## config.mk

```make
export PLATFORM = sky130hd
export DESIGN_NAME = sdac_cmd_if
export DESIGN_NICKNAME = d
export VERILOG_FILES = /design/src/rtl/sdac_pkg.sv /design/src/rtl/sdac_sampler.sv /design/src/rtl/sdac_shifter.sv /design/src/rtl/sdac_commit.sv /design/src/rtl/sdac_cmd_if.sv
export SDC_FILE = /design/constraint.sdc
export NUM_CORES = 1
export LEC_CHECK = 0
export ABC_AREA = 0
export BUFFER_PORTS_ARGS = -buffer_cell sky130_fd_sc_hd__buf_4
export CORE_ASPECT_RATIO = 0.75
export CORE_MARGIN = 1
export CORE_UTILIZATION = 59
export DETAILED_ROUTE_END_ITERATION = 10
export PLACE_DENSITY = 0.89
export SLEW_MARGIN = 25
export SYNTH_ARGS = -nofsm -noshare
export SYNTH_HDL_FRONTEND = slang
export SYNTH_SLANG_ARGS = --single-unit
```

## constraint.sdc

```tcl
create_clock -name clk -period 3.65 [get_ports clk]
set_input_delay 0.9125 -clock clk [delete_from_list [all_inputs] [get_ports clk]]
set_output_delay 0.9125 -clock clk [all_outputs]
set_load 0.05 [all_outputs]
```

## src/rtl/sdac_pkg.sv

```systemverilog
// Shared constants for the serial DAC command interface.
// Assumes the command field sits in the top bits of the word.
package sdac_pkg;
    localparam int WORD_W  = 16;
    localparam int CMD_W   = 4;
    localparam int DATA_W  = WORD_W - CMD_W;
    localparam int CNT_W   = $clog2(WORD_W + 1);
    localparam logic [CMD_W-1:0] CMD_LOAD = 4'b0001;
endpackage

```

## src/rtl/sdac_sampler.sv

```systemverilog
// Registers the serial inputs on the system clock and produces single-cycle
// pulses for serial-clock falling edges and frame-select rising edges.
// Assumes the serial clock is much slower than the system clock.
module sdac_sampler (
    input  logic clk,
    input  logic rst_n,
    input  logic ser_clk,
    input  logic ser_frame_n,
    input  logic ser_din,
    output logic frame_q,
    output logic din_q,
    output logic sclk_fall,
    output logic frame_rise
);
    logic sclk_q, sclk_p, frame_p;

    // Sample the serial inputs and keep one previous copy of clock and frame.
    always_ff @(posedge clk) begin
        if (!rst_n) begin
            sclk_q  <= 1'b0;
            sclk_p  <= 1'b0;
            frame_q <= 1'b1;
            frame_p <= 1'b1;
            din_q   <= 1'b0;
        end else begin
            sclk_q  <= ser_clk;
            sclk_p  <= sclk_q;
            frame_q <= ser_frame_n;
            frame_p <= frame_q;
            din_q   <= ser_din;
        end
    end

    // Edge pulses from successive samples.
    assign sclk_fall  = sclk_p & ~sclk_q;
    assign frame_rise = frame_q & ~frame_p;
endmodule

```

## src/rtl/sdac_shifter.sv

```systemverilog
// Input shift register and bit counter.
// Stand-alone mode: commits on the 16th edge and saturates the counter there.
// Chain mode: shifts freely and commits on frame-select rise.
// Assumes chain_mode changes only while the frame is closed.
module sdac_shifter
    import sdac_pkg::*;
(
    input  logic              clk,
    input  logic              rst_n,
    input  logic              chain_mode,
    input  logic              frame_q,
    input  logic              frame_rise,
    input  logic              sclk_fall,
    input  logic              din_q,
    output logic [WORD_W-1:0] word,
    output logic              commit
);
    logic [CNT_W-1:0] cnt;
    logic             room;

    assign room = chain_mode || (cnt < CNT_W'(WORD_W));

    // Shift, count and raise the commit pulse.
    always_ff @(posedge clk) begin
        if (!rst_n) begin
            word   <= '0;
            cnt    <= '0;
            commit <= 1'b0;
        end else begin
            commit <= 1'b0;
            if (frame_q) begin
                cnt <= '0;
                if (frame_rise && chain_mode)
                    commit <= 1'b1;
            end else if (sclk_fall && room) begin
                word <= {word[WORD_W-2:0], din_q};
                if (!chain_mode) begin
                    cnt <= cnt + 1'b1;
                    if (cnt == CNT_W'(WORD_W - 1))
                        commit <= 1'b1;
                end
            end
        end
    end


    frame_idle_chk: assert property (@(posedge clk) disable iff (!rst_n)
        frame_q |=> $stable(word));


    saturate_chk: assert property (@(posedge clk) disable iff (!rst_n)
        (!chain_mode && cnt == CNT_W'(WORD_W)) |=> $stable(word));


    edge16_chk: assert property (@(posedge clk) disable iff (!rst_n)
        (commit && !chain_mode) |-> cnt == CNT_W'(WORD_W));


    chain_open_chk: assert property (@(posedge clk) disable iff (!rst_n)
        (chain_mode && !frame_q) |-> !commit);
endmodule

```

## src/rtl/sdac_commit.sv

```systemverilog
// Decodes the command field of a committed word and updates the DAC register.
// Only the load-and-update code has an effect.
module sdac_commit
    import sdac_pkg::*;
(
    input  logic              clk,
    input  logic              rst_n,
    input  logic              commit,
    input  logic [WORD_W-1:0] word,
    output logic [DATA_W-1:0] dac_q
);
    logic is_load;
    assign is_load = (word[WORD_W-1 -: CMD_W] == CMD_LOAD);

    // Holding register update on a committed load word.
    always_ff @(posedge clk) begin
        if (!rst_n)
            dac_q <= '0;
        else if (commit && is_load)
            dac_q <= word[DATA_W-1:0];
    end


    nonload_hold_chk: assert property (@(posedge clk) disable iff (!rst_n)
        (commit && word[WORD_W-1 -: CMD_W] != CMD_LOAD) |=> $stable(dac_q));


    idle_hold_chk: assert property (@(posedge clk) disable iff (!rst_n)
        !commit |=> $stable(dac_q));
endmodule

```

## src/rtl/sdac_cmd_if.sv

```systemverilog
// Top of the serial DAC command interface: sampler, shifter and commit stage.
// Fully synchronous to clk; the serial lines are treated as slow data inputs.
module sdac_cmd_if
    import sdac_pkg::*;
(
    input  logic              clk,
    input  logic              rst_n,
    input  logic              chain_mode,
    input  logic              ser_clk,
    input  logic              ser_frame_n,
    input  logic              ser_din,
    output logic              ser_dout,
    output logic [DATA_W-1:0] dac_value
);
    logic              frame_q, din_q, sclk_fall, frame_rise, commit;
    logic [WORD_W-1:0] word;

    sdac_sampler u_samp (
        .clk(clk), .rst_n(rst_n), .ser_clk(ser_clk), .ser_frame_n(ser_frame_n),
        .ser_din(ser_din), .frame_q(frame_q), .din_q(din_q),
        .sclk_fall(sclk_fall), .frame_rise(frame_rise)
    );

    sdac_shifter u_shift (
        .clk(clk), .rst_n(rst_n), .chain_mode(chain_mode), .frame_q(frame_q),
        .frame_rise(frame_rise), .sclk_fall(sclk_fall), .din_q(din_q),
        .word(word), .commit(commit)
    );

    sdac_commit u_commit (
        .clk(clk), .rst_n(rst_n), .commit(commit), .word(word), .dac_q(dac_value)
    );

    // Pass the top bit downstream only in chain mode.
    assign ser_dout = chain_mode ? word[WORD_W-1] : 1'b0;


    reset_clear_chk: assert property (@(posedge clk)
        !rst_n |=> (dac_value == '0 && word == '0));
endmodule

```

==> impl_metrics.ini <==
[synthesis]
synth.top_cells.by_count = dfxtp_1, nand2_1, mux2i_1
synth_xor_area_share_pct = 0.615
synth_seq_cells = 39
synth_compound_area_share_pct = 3.25
synthArstFlopShare_pct = 0
synth_warnings = 0
synth_edf_count = 0
netlist.area_leader.share_pct = 54.8
synth_area_leaders = dfxtp_1, mux2i_1, nand2_1, and2_1, ha_1
synthAdderAreaFrac_pct = 1.76
yosysMostFrequentCell = dfxtp_1
synth_top_area_cell = dfxtp_1
syn_avg_cell_area_um2 = 10.4
synth_nets = 145
synth_top_family_by_area = multiplexers
synth_cell_types = 24
ys_seq_area_share_pct = 54.8
syn_inst = 137
syn_area_um2 = 1430
synth-main-ff-cell = dfxtp_1
synthSimpleGateAreaFrac_pct = 17.2
muxShareOfSynthArea_pct = 19.7

[pwr]
p_int_w = 0.000650
power_frac_comb_pct = 2.2
ir_drop_mv = 0.319
power_frac_seq_pct = 54.1
p_leak_nw = 0.813
switchingPower_w = 0.000146
p_per_area_nw_per_um2 = 473
p_clk_share_pct = 43.7
switching_share_pct = 18.4

[setup_path]
max_stage_delay_ps = 190
cpMostUsedCell = buf_4
cp.arrival_ps = 1400
path_class = primary input to output pin
path_buf_inv = 2
worst_path_dominant_cell_family = buffers and inverters
end_kind = output pin
crit_chain = buf_4 -> and2_1 -> buf_4
path_max_fanout = 5
slowest_stage = buf_4
critPathLaunchType = primary input
cp.required_ps = 2740

[sta]
setup_ws_ps = 1340
fin_skew_ps = 13.4
final.min_clock_period_ps = 2310
tightest_slew_ps = 723
min_period_over_period_pct = 63.3
setup_viol = 0
fmax_mhz = 433
fin_tns_setup_ps = 0
rsz0062_at_grt = false
hold_slack_ps = 453
drv_slew = 0
relSlewSlack_pct = 51.7
hold_viol_final = 0

[die]
die_h_um = 44.6
die-area_um2 = 2620
initial_core_util_pct = 62.2
ios = 19
die_x_um = 58.8
coreArea_um2 = 2290
fp-row-count = 15

[clock_tree]
cts_sinks = 39
cts_tree = done
clk_path_buf_depth = 2
post_cts_buffers = 0
hold_buffers = 0
htree_levels = 2
cts.clk_slew.worst_paths_ps = 110
cts_buffers = 5
root_buffer = clkbuf_4
clk_latency_ps = 340
post_cts_resized = 0

[route]
first_pass_iters = 4
wire_per_inst_um = 12.7
wl_um = 2430
initialDrtViolationCount = 34
drtAntennaViolNets = 0
vias_per_cell = 5.22
drc = 0
vias = 997

[grt]
antenna_found_initial = 0
grt_max_degree = 36
grt_overflow = 0
gr-usage-all-layers_pct = 20.6
grt_pass1_wl_um = 3860
grt_pass1_vias = 939

[placed_design]
pre_cts_ws_ps = 1340
port_buffers = 18
hpwl_um = 1640
place.gp.congestion = 0.786

[run_status]
status = completed

[layout]
antenna_cells = 0
syn2layout_area_growth_pct = 18.2
drive_gt1_share_pct = 17.2
fin_nets = 164

[flow_run]
drv_cap = 0

[min_path]
hold_class = register to register
## per-stage QoR
step	cell area [um^2]	instances	util, %	total power [W]
CTS	1680	191	73.2	0.000799
detailed placement	1580	183	68.8	0.000457
finish	1680	191	73.6	0.000796
floorplan	1430	137	-	0.000451
global route	1680	191	73.6	0.000820
global placement	1580	183	68.8	0.000456
## cell families (layout without fill, tap and decap cells)
logic type               Yosys count  count (layout)
XOR/XNOR                           1               1
AND/OR/NAND/NOR                   50              50
flip-flops                        39              39
buffers and inverters              9              29
adder cells (fa/ha/maj)            2               2
multiplexers                      28              28
AO/OA/AOI/OAI                      8               8
## metal layers
metal,track usage (%),share of wire (%)
met1,23.2,46
met4,11.4,1.8
met3,6.14,3.3
met5,0,0
met2,35.2,49
## registers in the layout (all words and copies together) (netlist names)
name / flops
u_commit.dac_q: 12
u_samp.sclk_p: 1
u_samp.frame_q: 1
u_samp.din_q: 1
u_samp.sclk_q: 1
u_shift.word: 16
u_shift.commit: 1
u_samp.frame_p: 1
u_shift.cnt: 5
## worst reg2reg max path: cells and delay by family, from the launching register on
kind | cells | cell delay (ps)
flip-flops | 1 | 330
multiplexers | 1 | 330
AND/OR/NAND/NOR | 2 | 810
## path summary, 6_finish.rpt
| kind | cells past startpoint | start | slack, ps | to |
|---|---|---|---|---|
| worst min register to register | 2 | u_samp.din_q$_SDFF_PN0_ | 450 | u_shift.word[0]$_SDFFE_PN0P_ |
| worst min-delay path | 2 | u_samp.din_q$_SDFF_PN0_ | 450 | u_shift.word[0]$_SDFFE_PN0P_ |
| worst max register to register | 3 | u_shift.word[13]$_SDFFE_PN0P_ | 2110 | u_commit.dac_q[1]$_SDFFE_PN0P_ |
| worst max-delay path | 3 | chain_mode | 1340 | ser_dout |
## layout by cell type (no fill, tap or decap), drive strengths merged
| cell | n |
|---|---|
| a21boi | 1 |
| a21oi | 3 |
| and2 | 5 |
| and3 | 1 |
| buf | 18 |
| bufinv | 2 |
| clkbuf | 6 |
| dfxtp | 39 |
| ha | 2 |
| inv | 3 |
| mux2i | 28 |
| nand2 | 32 |
| nand2b | 1 |
| nand3 | 1 |
| nand3b | 2 |
| nor2 | 1 |
| nor2b | 1 |
| nor3b | 1 |
| nor4b | 2 |
| o21ai | 4 |
| or3 | 2 |
| or4b | 1 |
| xnor2 | 1 |
## power groups by stage
stage	clock [W]	sequential [W]	combinational (W)
after floorplan	0	0.000439	0.0000114
after global placement	0	0.000440	0.0000166
after detailed placement	0	0.000440	0.0000175
after CTS	0.000351	0.000430	0.0000175
after global routing	0.000369	0.000431	0.0000196
final	0.000348	0.000430	0.0000176
## cell type report
class / count / area, um^2
repair buffers: 18 / 135
clock buffers: 6 / 41.3
inverters: 3 / 11.3
flip-flops and latches: 39 / 781
well taps: 34 / 42.5
clock inverters: 2 / 60.1
multi-input cells: 89 / 613
fillers: 177 / 606
No activity file was read; power rests on OpenSTA's default activity.
